[config.mk]
export PLATFORM = sky130hd
export DESIGN_NAME = cellpulse_gen
export DESIGN_NICKNAME = d
export VERILOG_FILES = /design/src/rtl/cellpulse_pkg.sv /design/src/rtl/cellpulse_timer.sv /design/src/rtl/cellpulse_sampler.sv /design/src/rtl/cellpulse_shaper.sv /design/src/rtl/cellpulse_gen.sv
export SDC_FILE = /design/constraint.sdc
export NUM_CORES = 1
export LEC_CHECK = 0
export BUFFER_PORTS_ARGS = -buffer_cell sky130_fd_sc_hd__buf_4
export CAP_MARGIN = 20
export CORE_MARGIN = 1.5
export CORE_UTILIZATION = 48
export DETAILED_ROUTE_END_ITERATION = 10
export HOLD_SLACK_MARGIN = 0.02
export PLACE_DENSITY = 0.72
export SLEW_MARGIN = 15
export SYNTH_ARGS = -nofsm -noshare
export SYNTH_HDL_FRONTEND = slang
export SYNTH_SLANG_ARGS = --single-unit
export TNS_END_PERCENT = 100
[constraint.sdc]
create_clock -name clk -period 2.05 [get_ports clk]
set_clock_uncertainty 0.15 [all_clocks]
set_input_delay 0.1025 -clock clk [delete_from_list [all_inputs] [get_ports clk]]
set_output_delay 0.1025 -clock clk [all_outputs]
set_load 0.005 [all_outputs]
[src/rtl/cellpulse_pkg.sv]
package cellpulse_pkg;

  // Width of a position counter that spans a whole cell of two halves.
  function automatic int pos_width(input int half_cycles);
    return $clog2(2 * half_cycles);
  endfunction

  // True when pos lies within [first, first+len).
  function automatic logic in_window(input int pos, input int first, input int len);
    return (pos >= first) && (pos < first + len);
  endfunction

endpackage

[src/rtl/cellpulse_timer.sv]
// Cell position sequencer: free-running position within a cell while enabled.
module cellpulse_timer #(
  parameter int HALF_CYCLES = 35,
  parameter int SAMPLE_LAG  = 8,
  parameter int POS_W       = cellpulse_pkg::pos_width(35)
) (
  input  logic             clk,
  input  logic             rst,
  input  logic             enable,
  output logic             run_next,
  output logic [POS_W-1:0] pos_next,
  output logic             sample_now
);

  localparam int CELL_CYCLES = 2 * HALF_CYCLES;
  localparam int SAMPLE_POS  = HALF_CYCLES + SAMPLE_LAG - 1;
  localparam logic [POS_W-1:0] LAST_POS = POS_W'(CELL_CYCLES - 1);
  localparam logic [POS_W-1:0] SAMP_POS = POS_W'(SAMPLE_POS);

  logic             running;
  logic [POS_W-1:0] pos;

  always_comb begin
    if (!enable) begin
      run_next = 1'b0;
      pos_next = '0;
    end else if (!running) begin
      run_next = 1'b1;
      pos_next = '0;
    end else begin
      run_next = 1'b1;
      pos_next = (pos == LAST_POS) ? '0 : pos + 1'b1;
    end
  end

  // The edge that ends the sampling cycle of a running cell captures the bit.
  assign sample_now = running && enable && (pos == SAMP_POS);

  always_ff @(posedge clk) begin
    if (rst) begin
      running <= 1'b0;
      pos     <= '0;
    end else begin
      running <= run_next;
      pos     <= pos_next;
    end
  end

endmodule

[src/rtl/cellpulse_sampler.sv]
// Late bit capture and sticky underrun detection.
module cellpulse_sampler (
  input  logic clk,
  input  logic rst,
  input  logic sample_now,
  input  logic bit_valid,
  input  logic bit_value,
  output logic bit_next,
  output logic underrun
);

  logic bit_q;
  logic captured;

  assign captured = bit_valid & bit_value;
  // Bit seen by the cycle that follows the current edge.
  assign bit_next = sample_now ? captured : bit_q;

  always_ff @(posedge clk) begin
    if (rst) begin
      bit_q    <= 1'b0;
      underrun <= 1'b0;
    end else if (sample_now) begin
      bit_q <= captured;
      if (!bit_valid) underrun <= 1'b1;
    end
  end

endmodule

[src/rtl/cellpulse_shaper.sv]
// Registered pulse and strobe outputs derived from the next cell position.
module cellpulse_shaper #(
  parameter int HALF_CYCLES  = 35,
  parameter int SAMPLE_LAG   = 8,
  parameter int PULSE_CYCLES = 20,
  parameter int POS_W        = cellpulse_pkg::pos_width(35)
) (
  input  logic             clk,
  input  logic             rst,
  input  logic             run_next,
  input  logic [POS_W-1:0] pos_next,
  input  logic             bit_next,
  output logic             pulse_n,
  output logic             cell_start
);

  localparam int DATA_START = HALF_CYCLES + SAMPLE_LAG;

  logic clock_win;
  logic data_win;

  always_comb begin
    clock_win = cellpulse_pkg::in_window(int'(pos_next), 0, PULSE_CYCLES);
    data_win  = cellpulse_pkg::in_window(int'(pos_next), DATA_START, PULSE_CYCLES) && bit_next;
  end

  always_ff @(posedge clk) begin
    if (rst) begin
      pulse_n    <= 1'b1;
      cell_start <= 1'b0;
    end else begin
      pulse_n    <= !(run_next && (clock_win || data_win));
      cell_start <= run_next && (pos_next == '0);
    end
  end

endmodule

[src/rtl/cellpulse_gen.sv]
// Self-clocking bit cell pulse generator (top).
module cellpulse_gen #(
  parameter int HALF_CYCLES  = 35,
  parameter int SAMPLE_LAG   = 8,
  parameter int PULSE_CYCLES = 20
) (
  input  logic clk,
  input  logic rst,
  input  logic enable,
  input  logic bit_valid,
  input  logic bit_value,
  output logic pulse_n,
  output logic cell_start,
  output logic underrun
);

  localparam int POS_W = cellpulse_pkg::pos_width(HALF_CYCLES);

  generate
    if (PULSE_CYCLES < 1 || SAMPLE_LAG < 1 || SAMPLE_LAG + PULSE_CYCLES > HALF_CYCLES
        || PULSE_CYCLES > HALF_CYCLES) begin : g_bad_cfg
      $error("cellpulse_gen: pulses must fit inside their half-cell");
    end
  endgenerate

  logic             run_next;
  logic [POS_W-1:0] pos_next;
  logic             sample_now;
  logic             bit_next;

  cellpulse_timer #(
    .HALF_CYCLES(HALF_CYCLES),
    .SAMPLE_LAG (SAMPLE_LAG),
    .POS_W      (POS_W)
  ) timer_i (
    .clk       (clk),
    .rst       (rst),
    .enable    (enable),
    .run_next  (run_next),
    .pos_next  (pos_next),
    .sample_now(sample_now)
  );

  cellpulse_sampler sampler_i (
    .clk       (clk),
    .rst       (rst),
    .sample_now(sample_now),
    .bit_valid (bit_valid),
    .bit_value (bit_value),
    .bit_next  (bit_next),
    .underrun  (underrun)
  );

  cellpulse_shaper #(
    .HALF_CYCLES (HALF_CYCLES),
    .SAMPLE_LAG  (SAMPLE_LAG),
    .PULSE_CYCLES(PULSE_CYCLES),
    .POS_W       (POS_W)
  ) shaper_i (
    .clk       (clk),
    .rst       (rst),
    .run_next  (run_next),
    .pos_next  (pos_next),
    .bit_next  (bit_next),
    .pulse_n   (pulse_n),
    .cell_start(cell_start)
  );

endmodule

-- Word-level counts from Yosys, hierarchy flattened
Cells that the tools add are included.
- magnitude comparators: 3
- multipliers: 0
- bitwise gates (word level): 2
- muxes and demuxes: 5
- equal/unequal tests: 2
- add/subtract/negate cells: 1
- div/mod/pow operators: 0
- reduce and logical (&&, ||, !) cells: 10
- shift operators: 0
- operators by type and width (operator ; count):
    $mux W7 ; 3
    $add A7 B1 Y7 const B ; 1
    $eq A7 B6 Y1 const B ; 1
    $eq A7 B7 Y1 const B ; 1
    $ge A7 B6 Y1 const B ; 1
    $logic_not A7 Y1 ; 1
    $lt A7 B5 Y1 const B ; 1
    $lt A7 B6 Y1 const B ; 1
    $logic_and A1 B1 Y1 ; 6
    $mux W1 ; 2
    $reduce_and A2 Y1 ; 1
    $and A1 B1 Y1 ; 1
    $logic_not A1 Y1 ; 1
    $logic_or A1 B1 Y1 ; 1
    $not A1 Y1 ; 1
- memories: 0
- bits in writable memories: 0
- input port bits: 5
- register bits after elaboration: 12
- latch bits: 0
- memory bits (read-only): 0

-- Logic depth before layout (Yosys ltp)
Gate-level depths: netlist of the first run.
- depth after elaboration: 10
- gate-level depth with buffers: 7

-- Cells and area by module
A second synthesis of the first run with hierarchy kept.
- cell total of the unflattened synthesis: 71
- area total of the unflattened synthesis: 654.4 um2
- by module, submodules not included (module ; times used ; cells each ; area each (um2)):
    cellpulse_timer ; 1 ; 49 ; 444.2
    cellpulse_shaper ; 1 ; 13 ; 115.1
    cellpulse_sampler ; 1 ; 9 ; 95.1

-- Worst setup path before layout of the first run
No wires, ideal clock.
- path type: register to register
- start: register timer_i.pos[0]
- end: register shaper_i.pulse_n
- period minus slack after synthesis: 1.902 ns
- arrival: 1.657 ns
- buffers on the path: 1
- setup slack: 0.148 ns
- cell stages (with the launch flop): 8
- required time: 1.805 ns
- cell sequence: dfxtp_1 ha_1 buf_2 and2_2 a21oi_1 o22ai_1 or4b_1 o311ai_1
- word-level cells in the longest chain between the ends: 10
- elaborated cells on any way between the ends: 16
- those cells by class: add/sub (1); order compare (3); eq/ne (2); mux (4); reduce/logical (6)
- ends and longest elaborated chain (item ; RTL line ; source):
    start: declaration ; cellpulse_timer.sv:21 ; logic [POS_W-1:0] pos;
    start signal: assignment ; cellpulse_timer.sv:45 ; pos <= pos_next;
    $add A7 B1 Y7 / $eq A7 B7 Y1 (equally long branches) ; cellpulse_timer.sv:32 ; pos_next = (pos == LAST_POS) ? '0 : pos + 1'b1;
    $mux W7 ; cellpulse_timer.sv:32 ;
    $mux W7 ; cellpulse_timer.sv:27 ; end else if (!running) begin
    $mux W7 ; cellpulse_timer.sv:24 ; if (!enable) begin
    $ge A7 B6 Y1 / $lt A7 B6 Y1 (equally long branches) ; cellpulse_pkg.sv:10 ; return (pos >= first) && (pos < first + len);
    $logic_and A1 B1 Y1 ; cellpulse_pkg.sv:10 ;
    $logic_and A1 B1 Y1 ; cellpulse_shaper.sv:24 ; data_win = cellpulse_pkg::in_window(int'(pos_next), DATA_START, PULSE_CYCLES) && bit_next;
    $logic_or A1 B1 Y1 * ; cellpulse_shaper.sv:32 ; pulse_n <= !(run_next && (clock_win || data_win));
    $logic_and A1 B1 Y1 * ; cellpulse_shaper.sv:32 ;
    $logic_not A1 Y1 * ; cellpulse_shaper.sv:32 ;
    end signal: assignment ; cellpulse_shaper.sv:32 ;
    end: declaration ; cellpulse_shaper.sv:13 ; output logic pulse_n,
Mark *: on every way between the ends. The rest lies on a longest branch, timed or not.
A chain may end at the register's enable or synchronous reset.

-- Final worst setup path of the first run
- start: register timer_i.pos[2]
- end: register shaper_i.pulse_n
Same word-level chain as after synthesis.

==> results.cfg, run 1 <==
[critical_path]
critPathBufInv = 0
cpMaxStageDelayCell = dfxtp_1
cp_cell_sequence = and3_1 -> nand3_1 -> xor2_1 -> or4b_1 -> o311ai_1
cp_top_family = simple AND/OR/NAND/NOR gates
start_kind = flop
critPathMaxStageDelay_ns = 0.50
worstPathArrival_ns = 1.94
crit_required_ns = 2.08
criticalPathCategory = reg2reg
cp_max_fo = 11
crit_path_end_kind = flop

[clock_network]
post_cts_buffers = 0
cts_max_level = 1
cts_root_buffer = clkbuf_4
tritoncts = yes
numCtsBuffers = 3
clkSlewWorstSetupHoldPaths_ns = 0.07
cts.sinks = 12
clk_latency_ns = 0.27
clock_path_buffers = 2

[global_routing]
grt_max_degree = 12
grt_pass1_wl_um = 1680
track_usage_pct = 16.5
grt_pass1_vias = 435
antenna_found_initial = 0
overflow = 0

[pwr]
p_per_area_mw_per_mm2 = 533
leakage_nw = 0.276
ir_drop_v = 0.000397

[sta]
finalCritPeriodShare_pct = 93.2
worst_pin_slew_ns = 0.312
slew_violations = 0
setup_tns_ns = 0
fmax_mhz = 523
setup_viol = 0
final.setup.worst_slack_ns = 0.139
relSlewSlack_pct = 79.2
hold_violations = 0
rsz0062_at_grt = no
min_period_ns = 1.91

[synth]
ys.flop_type = dfxtp_1
synth_area_leaders = dfxtp_1, nor2_1, ha_1, xor2_1, buf_6
yosysWarnings = 0
yosysSeqAreaShare_pct = 37.0
synthDistinctLibCells = 35
synth_edf_count = 0
netlist_area_um2 = 649
synth_cells = 76
synth_largest_area_cell = dfxtp_1
syn_nets = 84
syn_area_per_cell_um2 = 8.54
ys_async_sr_fraction_pct = 0
ys_ff_latch = 12
synth_top_cell_area_share_pct = 37.0

[floorplan]
coreArea_mm2 = 0.00128
die_w_um = 39.8
die_y_um = 39.8
row_count = 13
dieArea_mm2 = 0.00158
start_util_pct = 50.5
io_pins = 8

[placement]
port_buffers = 7
dp_hpwl_um = 851
place_ws_ns = 0.111
place_inst = 95
gp_congestion = 0.923

[route]
routedWlPerCell_um = 11.3
drtIter0Drc = 12
wl_um = 1140
first_pass_iters = 4
drc = 0
postRouteAntennaNets = 0
vias_per_cell = 5.38
vias = 543

[final_layout]
num_antenna_cells = 0
utilization_pct = 58.5
layout.cells.non_filler = 101
area_growth_pct = 15.8
final_cell_mix = nor2_1, dfxtp_1, buf_4, nand2_1, nand3_1
nets = 96
drive_gt1_share_pct = 17.4

[hold_path]
min-delay-path-class = in2reg

[run]
drv_cap = 0

[run_status]
outcome = finished, final reports clean
[power breakdown]
group	switching (mW)	internal, mW
combinational	0.0106	0.0169
clock	0.0676	0.0678
sequential	0.00135	0.237
[metal layers]
layer  GRT usage [%]  routed length [um]  vias up
li1                -                   -      285
met4            4.31                   9        0
met1            21.3                 552      245
met2            23.8                 520       11
met5               0                   0        -
met3            8.52                  58        2
[worst paths after layout]
check	startpoint	to	slack (ns)	cells past startpoint
max	timer_i.pos[2]	shaper_i.pulse_n	0.14	5
min	bit_value	sampler_i.bit_q	0.08	4
max reg2reg	timer_i.pos[2]	shaper_i.pulse_n	0.14	5
min reg2reg	timer_i.pos[0]	timer_i.pos[0]	0.31	1
[stage by stage]
| stage | hold WS [ns] | instance area [um^2] | power, mW |
|---|---|---|---|
| floorplan | 0.0249 | 649 | 0.254 |
| global placement | 0.146 | 697 | 0.267 |
| detailed placement | 0.149 | 697 | 0.267 |
| CTS | 0.0718 | 749 | 0.410 |
| global route | 0.126 | 752 | 0.419 |
| finish | 0.0772 | 752 | 0.401 |
[worst register-to-register path: stages, from the launching register on]
cell	delay [ns]
dfxtp_1	0.50
and3_1	0.23
nand3_1	0.12
xor2_1	0.27
or4b_1	0.46
o311ai_1	0.09
[registers in the layout (all words and copies together) (netlist names)]
register             count
timer_i.running          1
shaper_i.cell_start      1
sampler_i.underrun       1
shaper_i.pulse_n         1
timer_i.pos              7
sampler_i.bit_q          1
[layout make-up]
| cell class | instances | area (um^2) |
|---|---|---|
| repair buffers | 11 | 90.1 |
| clock buffers | 3 | 22.5 |
| flip-flops and latches | 12 | 240 |
| well taps | 15 | 18.8 |
| multi-input cells | 57 | 369 |
| fillers | 113 | 533 |
| inverters | 3 | 11.3 |
[cell families after synthesis]
group	count (synthesis)	share of synthesized area, %
adder cells (fa/ha/maj)	3	5.78
flip-flops	12	37.0
XOR/XNOR	5	6.74
AO/OA/AOI/OAI	12	12.9
buffers and inverters	7	6.55
multiplexers	2	3.08
AND/OR/NAND/NOR	35	27.9
[Yosys cell counts, types with 2 or more instances]
| cell type | number |
|---|---|
| dfxtp_1 | 12 |
| nor2_1 | 12 |
| nand2_1 | 5 |
| nand3_1 | 4 |
| ha_1 | 3 |
| inv_1 | 3 |
| xor2_1 | 3 |
| a21oi_1 | 2 |
| and3_1 | 2 |
| buf_6 | 2 |
| mux2i_1 | 2 |
| nor2b_1 | 2 |
| xnor2_1 | 2 |
[timing repair]
action | 4_1_cts | 5_1_grt
hold endpoints to repair | 3 | 0
resized for setup | 0 | 1
hold buffers | 3 | 0
setup endpoints to repair | 0 | 1
(Power assumes the default switching activity.)
==> run 2, diff against run 1 <==
Settings changed: ABC_AREA set to 1.
==> results.cfg, run 2 <==
[run_status]
outcome = finished, final reports clean

[synth]
yosysMostFrequentCell = nor2_1
synthDistinctLibCells = 15
synth_largest_area_cell = dfxtp_1
netlist_area_um2 = 641
yosysSeqAreaShare_pct = 37.5
syn_nets = 107
synth_cells = 99
yosysWarnings = 0
ys_ff_latch = 12
synth_top_cell_area_share_pct = 37.5
ys.flop_type = dfxtp_1
synth_edf_count = 0
syn_area_per_cell_um2 = 6.47
ys_async_sr_fraction_pct = 0
netlist_top_cells_count = nor2_1, nand2_1, inv_1
synth_area_leaders = dfxtp_1, nor2_1, nand2_1, nand3_1, inv_1

[pwr]
leakage_nw = 0.354
finalPower_mw = 0.453
pwr-share-clk_pct = 41.1
ir_drop_v = 0.000307
pwr-share-seq_pct = 52.7
power_switching_mw = 0.0938
p_per_area_mw_per_mm2 = 593
switching_share_pct = 20.7
p_comb_share_pct = 6.2
intPower_mw = 0.359

[final_layout]
largest_reg_flops = 7
num-fill-cells = 113
drive_gt1_share_pct = 11.7
nets = 120
layout_commonest_cell = nor2_1
utilization_pct = 65.2
layout.cells.non_filler = 125
area_growth_pct = 19.1
final_cell_mix = nor2_1, nand2_1, inv_1, nand3_1, dfxtp_1
num_antenna_cells = 0
regMostFlops = timer_i.pos
postLayoutCellArea_um2 = 763

[sta]
hold_violations = 0
finalCritPeriodShare_pct = 84.2
worst_pin_slew_ns = 0.228
min_period_ns = 1.73
relSlewSlack_pct = 84.7
setup_viol = 0
setup_tns_ns = 0
final.setup.worst_slack_ns = 0.323
slew_violations = 0
rsz0062_at_grt = no
fin_hold_ws_ns = 0.0253
fmax_mhz = 579

[placement]
dpl-instance-area_um2 = 707
dp_hpwl_um = 1050
place_ws_ns = 0.375
place_inst = 119
port_buffers = 7
gp_congestion = 0.919

[global_routing]
grt_pass1_vias = 577
grt_pass1_wl_um = 2260
grt_max_degree = 11
track_usage_pct = 22.0
antenna_found_initial = 0
overflow = 0

[floorplan]
die_y_um = 39.5
start_util_pct = 54.7
die_w_um = 39.5
dieArea_mm2 = 0.00156
coreArea_mm2 = 0.00117
io_pins = 8
row_count = 12

[route]
drtIter0Drc = 29
wl_um = 1300
first_pass_iters = 4
vias = 647
vias_per_cell = 5.18
drc = 0
postRouteAntennaNets = 0
routedWlPerCell_um = 10.4

[critical_path]
start_kind = flop
crit_required_ns = 2.07
worstPathArrival_ns = 1.75
criticalPathCategory = reg2reg
cp_max_fo = 5
crit_path_end_kind = flop

[clock_network]
post_cts_buffers = 0
cts.sinks = 12
cts_root_buffer = clkbuf_4
clock_path_buffers = 2
cts_max_level = 1
tritoncts = yes
numCtsBuffers = 3
clk_latency_ns = 0.27
cts_resized = 0
clkSlewWorstSetupHoldPaths_ns = 0.08

[hold_path]
min-delay-path-class = in2reg

[run]
drv_cap = 0
## run 2: layout make-up
class | count | area (um^2) | share of cell area (%)
well taps | 14 | 17.5 | 2.30
clock buffers | 4 | 36.3 | 4.75
inverters | 13 | 48.8 | 6.39
flip-flops and latches | 12 | 240 | 31.5
repair buffers | 9 | 72.6 | 9.51
multi-input cells | 73 | 348 | 45.6
## run 2: critical path: stages, from the launching register on
cell and delay, ns:
dfxtp_1 0.41, inv_1 0.06, ha_1 0.19, nand3_1 0.08, nor2_1 0.06, nor2_2 0.17
nand3_1 0.17, nor2_1 0.15, nor2_1 0.06, nor2_1 0.10, nor2_1 0.04
## run 2: path summary, 6_finish.rpt
kind,slack (ns),endpoint,start,depth (start not counted)
max,0.32,shaper_i.pulse_n,timer_i.pos[1],10
min reg2reg,0.34,sampler_i.underrun,sampler_i.underrun,1
min,0.03,sampler_i.underrun,bit_valid,3
max reg2reg,0.32,shaper_i.pulse_n,timer_i.pos[1],10
## run 2: power groups by stage
stage          logic, mW  registers, mW  clock network, mW
2_1_floorplan     0.0129          0.244                  0
3_3_place_gp      0.0252          0.244                  0
3_5_place_dp      0.0252          0.244                  0
4_1_cts           0.0283          0.238              0.187
5_1_grt           0.0317          0.239              0.197
6_report          0.0281          0.238              0.186
## run 2: layer usage
layer / routed length [um] / share of wire, % / vias up / track usage [%]
li1: - / - / 333 / -
met1: 619 / 48 / 286 / 26.6
met2: 548 / 42 / 21 / 32.8
met3: 103 / 7.9 / 7 / 8.52
met4: 30 / 2.3 / 0 / 12.1
met5: 0 / 0 / - / 0
## run 2: timing repair
action                                 CTS  global route
setup endpoints to repair                0             0
endpoints found under the hold margin    9             0
hold buffers                             2             0
## run 2: cells by family after synthesis
kind of cell | Yosys count | share of synthesized area (%)
flops | 12 | 37.5
xor+xnor | 2 | 2.73
fa+ha+maj | 3 | 5.86
buf+inv | 14 | 8.20
simple gates | 64 | 41.4
compound gates | 4 | 4.30
